<file path="config.mk">
export PLATFORM = sky130hd
export DESIGN_NAME = lockwdt_top
export DESIGN_NICKNAME = d
export VERILOG_FILES = /design/src/rtl/lockwdt_pkg.sv /design/src/rtl/lockwdt_half_tick.sv /design/src/rtl/lockwdt_prescaler.sv /design/src/rtl/lockwdt_downcnt.sv /design/src/rtl/lockwdt_top.sv
export SDC_FILE = /design/constraint.sdc
export NUM_CORES = 1
export LEC_CHECK = 0
export CELL_PAD_IN_SITES_DETAIL_PLACEMENT = 1
export CELL_PAD_IN_SITES_GLOBAL_PLACEMENT = 1
export CORE_UTILIZATION = 45
export DETAILED_ROUTE_END_ITERATION = 7
export PLACE_DENSITY = 0.87
export SYNTH_ARGS = -nofsm -noshare
export SYNTH_HDL_FRONTEND = slang
export SYNTH_SLANG_ARGS = --single-unit
</file>
<file path="constraint.sdc">
create_clock -name clk -period 4.8 [get_ports clk]
set_clock_uncertainty 0.2 [all_clocks]
set_input_delay 0.48 -clock clk [delete_from_list [all_inputs] [get_ports clk]]
set_output_delay 0.48 -clock clk [all_outputs]
set_load 0.03 [all_outputs]
</file>
<file path="src/rtl/lockwdt_pkg.sv">
package lockwdt_pkg;

    typedef enum logic [1:0] {
        ST_UNCONF   = 2'd0,
        ST_HALTED   = 2'd1,
        ST_COUNTING = 2'd2,
        ST_EXPIRED  = 2'd3
    } wdt_state_e;

endpackage

</file>
<file path="src/rtl/lockwdt_half_tick.sv">
module lockwdt_half_tick (
    input  logic clk,
    input  logic rst_n,
    input  logic run,
    input  logic restart,
    output logic tick
);
    logic phase_q;

    always_ff @(posedge clk) begin
        if (!rst_n || !run || restart)
            phase_q <= 1'b0;
        else
            phase_q <= ~phase_q;
    end

    assign tick = run && !restart && phase_q;
endmodule

</file>
<file path="src/rtl/lockwdt_prescaler.sv">
module lockwdt_prescaler #(
    parameter int DIV = 16384
) (
    input  logic clk,
    input  logic rst_n,
    input  logic clr,
    input  logic tick_in,
    input  logic bypass,
    output logic step
);
    localparam int PW = (DIV > 1) ? $clog2(DIV) : 1;
    localparam logic [PW-1:0] LAST = PW'(DIV - 1);

    logic [PW-1:0] div_q;

    always_ff @(posedge clk) begin
        if (!rst_n || clr)
            div_q <= '0;
        else if (tick_in && !bypass)
            div_q <= (div_q == LAST) ? '0 : div_q + 1'b1;
    end

    assign step = tick_in && (bypass || (div_q == LAST));
endmodule

</file>
<file path="src/rtl/lockwdt_downcnt.sv">
module lockwdt_downcnt #(
    parameter int W = 12
) (
    input  logic         clk,
    input  logic         rst_n,
    input  logic         load,
    input  logic [W-1:0] load_val,
    input  logic         dec,
    output logic         at_zero,
    output logic [W-1:0] value
);
    logic [W-1:0] cnt_q;

    always_ff @(posedge clk) begin
        if (!rst_n)
            cnt_q <= '0;
        else if (load)
            cnt_q <= load_val;
        else if (dec && cnt_q != '0)
            cnt_q <= cnt_q - 1'b1;
    end

    assign at_zero = (cnt_q == '0);
    assign value   = cnt_q;
endmodule

</file>
<file path="src/rtl/lockwdt_top.sv">
module lockwdt_top
    import lockwdt_pkg::*;
#(
    parameter int CNT_W    = 12,
    parameter int SEL_W    = 2,
    parameter int ADDR_W   = 4,
    parameter int REG_ADDR = 0,
    parameter int PRE_DIV  = 16384,
    localparam int CFG_W   = CNT_W + 2 + SEL_W
) (
    input  logic              clk,
    input  logic              rst_n,
    input  logic              wr_en,
    input  logic [ADDR_W-1:0] wr_addr,
    input  logic [CFG_W-1:0]  wr_data,
    output logic              irq,
    output logic [SEL_W-1:0]  irq_route
);
    localparam int PSEL_BIT = CNT_W;
    localparam int EN_BIT   = CNT_W + 1;
    localparam int SEL_LSB  = CNT_W + 2;

    wdt_state_e state_q, state_d;

    logic [CNT_W-1:0] reload_q;
    logic             psel_q;
    logic [SEL_W-1:0] route_q;

    logic wr_hit, take_cfg, restart, run;
    logic half_tick, step, at_zero;
    logic [CNT_W-1:0] cnt_val, load_val;

    assign wr_hit   = wr_en && (wr_addr == ADDR_W'(REG_ADDR));
    assign take_cfg = wr_hit && (state_q == ST_UNCONF);
    assign run      = (state_q == ST_COUNTING);
    assign restart  = run && wr_hit;
    assign load_val = take_cfg ? wr_data[CNT_W-1:0] : reload_q;

    // frozen configuration, written only on the locking write
    always_ff @(posedge clk) begin
        if (!rst_n) begin
            reload_q <= '0;
            psel_q   <= 1'b0;
            route_q  <= '0;
        end else if (take_cfg) begin
            reload_q <= wr_data[CNT_W-1:0];
            psel_q   <= wr_data[PSEL_BIT];
            route_q  <= wr_data[SEL_LSB +: SEL_W];
        end
    end

    lockwdt_half_tick u_half (
        .clk     (clk),
        .rst_n   (rst_n),
        .run     (run),
        .restart (restart),
        .tick    (half_tick)
    );

    lockwdt_prescaler #(.DIV(PRE_DIV)) u_pre (
        .clk     (clk),
        .rst_n   (rst_n),
        .clr     (!run || restart),
        .tick_in (half_tick),
        .bypass  (!psel_q),
        .step    (step)
    );

    lockwdt_downcnt #(.W(CNT_W)) u_cnt (
        .clk      (clk),
        .rst_n    (rst_n),
        .load     (take_cfg || restart),
        .load_val (load_val),
        .dec      (step),
        .at_zero  (at_zero),
        .value    (cnt_val)
    );

    // state register
    always_ff @(posedge clk) begin
        if (!rst_n)
            state_q <= ST_UNCONF;
        else
            state_q <= state_d;
    end

    // transitions: take_cfg, retrigger, expire
    always_comb begin
        state_d = state_q;
        unique case (state_q)
            ST_UNCONF: begin
                if (wr_hit)
                    state_d = wr_data[EN_BIT] ? ST_COUNTING : ST_HALTED;
            end
            ST_HALTED:   state_d = ST_HALTED;
            ST_COUNTING: begin
                if (!wr_hit && step && at_zero)
                    state_d = ST_EXPIRED;
            end
            ST_EXPIRED:  state_d = ST_EXPIRED;
            default:     state_d = ST_UNCONF;
        endcase
    end

    // outputs
    always_comb begin
        irq       = (state_q == ST_EXPIRED);
        irq_route = route_q;
    end
endmodule

</file>
* Yosys cells after proc, flatten, opt, wreduce, memory -nomap -nowiden *
Cells that the tools add are included.
Widths: inputs -> output; s select.

storage, ports and cells
  register bits after elaboration = 44
  latch bits = 0
  memory bits (writable) = 0
  ROM bits = 0
  input port bits = 23
  memories kept = 0

cells by class
  add/subtract/negate cells = 2
  $mul = 0
  div/mod/pow operators = 0
  $lt $le $gt $ge = 0
  equal/unequal tests = 6
  shifts and indexed selects = 0
  mux-type cells = 8
  bitwise operators = 1
  reductions and logical operators = 27

operators with widths
  cell                   count
  $mux 12                3
  $add 14x1->14 const B  1
  $eq 14x14->1 const B   1
  $mux 14                1
  $logic_not 12->1       1
  $reduce_bool 12->1     1
  $sub 12x1->12 const B  1
  $logic_and 1x1->1      10
  $pmux 2 s4             1
  $logic_or 1x1->1       6
  $mux 2                 3
  $logic_not 1->1        5
  $eq 2x2->1 const B     2
  $logic_not 4->1        1
  $eq 2x1->1 const B     1
  $logic_not 2->1        1
  $ne 2x1->1 const B     1
  $ne 2x2->1 const B     1
  $reduce_and 2->1       1
  $reduce_bool 2->1      1
  $not 1->1              1

* Depth between registers and ports, before layout *
  word-level depth = 11
  gate-level depth with buffers = 8

* By module *
A second synthesis with hierarchy kept.

unflattened totals
  cell total of the unflattened synthesis = 268
  area total of the unflattened synthesis = 2323.5 sq um

modules (own cells, without submodules)
  module             times used  cells an instance  area each (sq um)  sequential area each (sq um)
  lockwdt_top        1           99                 883.3              340.3
  lockwdt_downcnt    1           89                 730.7              240.2
  lockwdt_prescaler  1           77                 666.9              280.3
  lockwdt_half_tick  1           3                  42.5               20.0

* Worst setup path after synthesis *
No wires, ideal clock.

  path type = in2reg
  start point = input wr_addr[2]
  end point = register u_cnt.cnt_q[0], in the netlist u_cnt.value[0]
  setup time = 0.103 ns
  arrival time = 2.024 ns
  required time = 4.497 ns
  path slack = 2.472 ns
  stages = 6
  path buffers = 1
  path through = or4b_4 > or3_1 > buf_6 > nor2_8 > mux2i_1 > a2111oi_2

between the ends
  word-level cells in the longest chain between the ends = 9

ends and longest elaborated chain
  element                             RTL line                 text
  from (decl)                         lockwdt_top.sv:14        input logic [ADDR_W-1:0] wr_addr,
  $logic_not 4->1 *                   lockwdt_top.sv:33        assign wr_hit = wr_en && (wr_addr == ADDR_W'(REG_ADDR));
  $logic_and 1x1->1 *                 lockwdt_top.sv:33
  $logic_and 1x1->1                   lockwdt_top.sv:36        assign restart = run && wr_hit;
  $logic_not 1->1                     lockwdt_half_tick.sv:17  assign tick = run && !restart && phase_q;
  $logic_and 1x1->1 (2 in series)     lockwdt_half_tick.sv:17
  $logic_and 1x1->1                   lockwdt_prescaler.sv:23  assign step = tick_in && (bypass || (div_q == LAST));
  $logic_and 1x1->1                   lockwdt_downcnt.sv:19    else if (dec && cnt_q != '0)
  $reduce_bool 2->1 (no source line)  n/a
  to (signal assigned)                lockwdt_downcnt.sv:18    cnt_q <= load_val;
  to (signal assigned)                lockwdt_downcnt.sv:20    cnt_q <= cnt_q - 1'b1;
  to (decl)                           lockwdt_downcnt.sv:12    logic [W-1:0] cnt_q;

Mark *: on every way between the ends. The rest lies on a longest branch, timed or not.
A chain may end at the register's enable or synchronous reset.

* Worst setup path after layout *
Same ends and word-level chain as after synthesis.

==> impl_metrics.tcl <==
set metrics [dict create \
    status "finished clean" \
    rrSetupSlack_ps 1760 \
    synth_mux_area_share_pct 7.666 \
    synth-main-ff-cell "dfxtp_1" \
    yosys_warnings 0 \
    seq_area_frac_synth_pct 39.68 \
    crit_type "input port to flip-flop" \
    path_clk_slew_ps 80 \
    antenna_found_initial 0 \
    power.density_nw_per_um2 259.2 \
    antenna_left 0 \
    cts_buffers 5 \
    met1_usage_pct 28.05 \
    die-area_um2 5217 \
    cp-startpoint "wr_addr[2]" \
    drt_iter0_markers 100 \
    worst_slack_ps 1694 \
    clk_latency_ps 300 \
    hpwl_um 4181 \
    synthesis.nets 289 \
    synth_compound_area_share_pct 16.80 \
    syn-instance-count 263 \
    drive_gt1_share_pct 7.394 \
    worstSetupEndpointType "flip-flop" \
    rr_startpoint "u_pre.div_q[4]$_SDFFE_PP0P_" \
    viasPerCell 5.675 \
    die_h_um 72.23 \
    row_count 25 \
    startpoint_type "input port" \
    clock_path_buffers 2 \
    netSwitchingFraction_pct 23.51 \
    cp.arrival_ps 3100 \
    leakage_nw 0.8143 \
    drtPass1Iterations 4 \
    slowest_stage "or3_1" \
    num-nets-final 309 \
    p_int_mw 0.5140 \
    worstMarginPinSlew_ps 1120 \
    max_cap_viol_count 0 \
    fin_setup_tns_ps 0 \
    cts_resized 0 \
    min_path_type "flip-flop to flip-flop" \
    fin_crit_sh_pct 64.71 \
    start_util_pct 46.99 \
    synth_enable_flop_cells 0 \
    async_reset_ff_share_pct 0 \
    holdPathStages 2 \
    crit_path_max_incr_delay_ps 730 \
    syn_area_per_cell_um2 8.440 \
    synth_top_area_share_pct 39.68 \
    preCtsSetupSlack_ps 1358 \
    synth_area_um2 2220 \
    pwr-share-seq_pct 55.2 \
    io_pins 26 \
    synth.distinct_cells 45 \
    synth_top_family_by_area "simple AND/OR/NAND/NOR gates" \
    hold_viol 0 \
    power_frac_comb_pct 8.4 \
    yosys.area.top_type "dfxtp_1" \
    grt_pass1_vias 2085 \
    gr-total-overflow 0 \
    top_usage_layer "met2" \
    grt_max_degree 29 \
    grt_pass1_wl_um 9577 \
    fmax_ghz 0.3219 \
    cts_sinks 44 \
    cts_tree "built" \
    cts_setup_buffers 0 \
    path_cells "clkdlybuf4s50_1 -> or4b_4 -> or3_1 -> nor2_8 -> mux2i_1 -> a2111oi_2" \
    track_usage_pct 23.96 \
    switchingPower_mw 0.1580 \
    root_buffer "clkbuf_8" \
    grtUsageMet2_pct 42.78 \
    area_growth_pct 16.80 \
    worstPathRequired_ps 4800 \
    num_vias 1992 \
    n_antenna_cell 0 \
    die_w_um 72.23 \
    wl_per_cell_um 16.50 \
    setup_viol 0 \
    globalplace.congestion 0.7953 \
    hp-start "reload_q[5]$_SDFF_PN0_" \
    core_area_um2 4723 \
    grtUsageMet3_pct 5.833 \
    cts.hold.buffers_added 0 \
    drcViolationCount 0 \
    ys_top_cells_by_area "dfxtp_1, nand2_1, nor2_1" \
    vdd_drop_max_mv 0.1606 \
    synthAdderAreaFrac_pct 1.691 \
    rsz0062_at_grt "false" \
    yosys.area_share.simple_pct 24.07 \
    rr_worst_depth 5 \
    r2r-end "u_cnt.value[11]$_SDFFE_PN0P_" \
    synth_xor_area_share_pct 5.524 \
    p_clk_share_pct 36.3 \
    routed_wirelength_um 5793 \
    hold_path_end "reload_q[5]$_SDFF_PN0_" \
    h-tree-depth 2 \
    relSlewSlack_pct 25.16 \
    critPathMaxFanout 28 \
    synth_seq_cells 44 \
    fin_crit_ps 3106 \
    io_buffers 25 \
    final-max-slew-violation-count 0 \
]
==> metrics by stage <==
step	utilization (%)	instances	cell area, um^2	hold WS, ps	power, mW
detailed placement	52.98	343	2502	269.8	0.4359
global route	54.89	351	2592	304.4	0.6951
CTS	54.89	351	2592	280.5	0.6769
finish	54.89	351	2592	276.5	0.6720
global placement	52.98	343	2502	256.8	0.4331
floorplan	-	263	2220	237.6	0.4062
==> critical path, delay by kind of cell <==
kind                   cells  cell delay, ps
AO/OA/AOI/OAI              1             370
buffers and inverters      1             420
multiplexers               1             160
AND/OR/NAND/NOR            3            1670
==> cell families (layout without fill, tap and decap cells) <==
kind of cell             after synthesis  in the layout
AO/OA/AOI/OAI                         57             57
XOR/XNOR                              14             14
adder cells (fa/ha/maj)                3              3
buffers and inverters                 23             44
flip-flops                            44             44
multiplexers                          16             16
AND/OR/NAND/NOR                      106            106
==> cells in the final DEF (no fill, tap or decap), types with 2 or more instances in the layout <==
cell type,Yosys,routed
buf_4,1,2
o311ai_0,6,6
nor4_1,4,4
mux2i_1,8,8
o211ai_1,3,3
and3_1,2,2
clkbuf_8,0,6
xnor2_1,7,7
nand2_1,35,35
inv_1,9,9
nand2b_1,2,2
and4_1,2,2
xor2_1,7,7
or3_1,7,7
dfxtp_1,44,44
o21ai_0,14,14
nand3_1,6,6
ha_1,3,3
nand4_1,6,6
nor2_1,27,27
or4_1,4,4
a211oi_1,2,2
a31oi_1,5,5
a21oi_1,18,18
clkdlybuf4s50_1,0,25
nor3_1,5,5
mux2_2,8,8
clkbuf_1,8,2
==> final cells by class <==
type                       count  area [um^2]
timing repair buffer          27        265.3
tap                           67        83.83
fill                         578         2131
inverter                       9        33.78
multi-input combinational    196         1239
sequential                    44        880.8
clock buffer                   8        90.09
==> registers in the layout (all words and copies together) (netlist names) <==
name and cells:
irq_route 2, psel_q 1, reload_q 12, state_q 2
u_cnt.value 12, u_half.phase_q 1, u_pre.div_q 14
==> power by group through the flow <==
stage,registers [mW],clock network [mW],logic (mW)
after floorplan,0.379,0,0.0271
after global placement,0.379,0,0.0538
after detailed placement,0.380,0,0.0563
after CTS,0.371,0.249,0.0570
after global routing,0.372,0.262,0.0614
final,0.371,0.244,0.0568
==> routing by layer <==
metal / vias up / share of wire, % / routed length [um]
met5: - / 0 / 0
met2: 27 / 50 / 2893
li1: 983 / - / -
met1: 972 / 46 / 2670
met3: 10 / 2.3 / 136
met4: 0 / 1.6 / 93
==> how the worst max path moves through the flow <==
stage,slack [ps],cells after the start,endpoint
finish,1690,6,u_cnt.value[0]$_SDFFE_PN0P_
global route,1510,6,u_cnt.value[6]$_SDFFE_PN0P_
CTS,1690,6,u_cnt.value[0]$_SDFFE_PN0P_
detailed placement,1360,6,u_cnt.value[0]$_SDFFE_PN0P_
global placement,1430,6,u_cnt.value[0]$_SDFFE_PN0P_
floorplan,2470,6,u_cnt.value[0]$_SDFFE_PN0P_
==> cell usage after synthesis (2+ instances only) <==
cell type / instances
clkbuf_1: 8
inv_1: 9
and4_1: 2
dfxtp_1: 44
ha_1: 3
a21oi_1: 18
buf_2: 2
nand2_1: 35
and3_1: 2
or4_1: 4
o211ai_1: 3
o311ai_0: 6
xnor2_1: 7
xor2_1: 7
o21ai_0: 14
a211oi_1: 2
nand2b_1: 2
nor4_1: 4
nand3_1: 6
mux2_2: 8
nor2_1: 27
nand4_1: 6
a31oi_1: 5
or3_1: 7
nor3_1: 5
mux2i_1: 8
No activity file was read; power rests on OpenSTA's default activity.
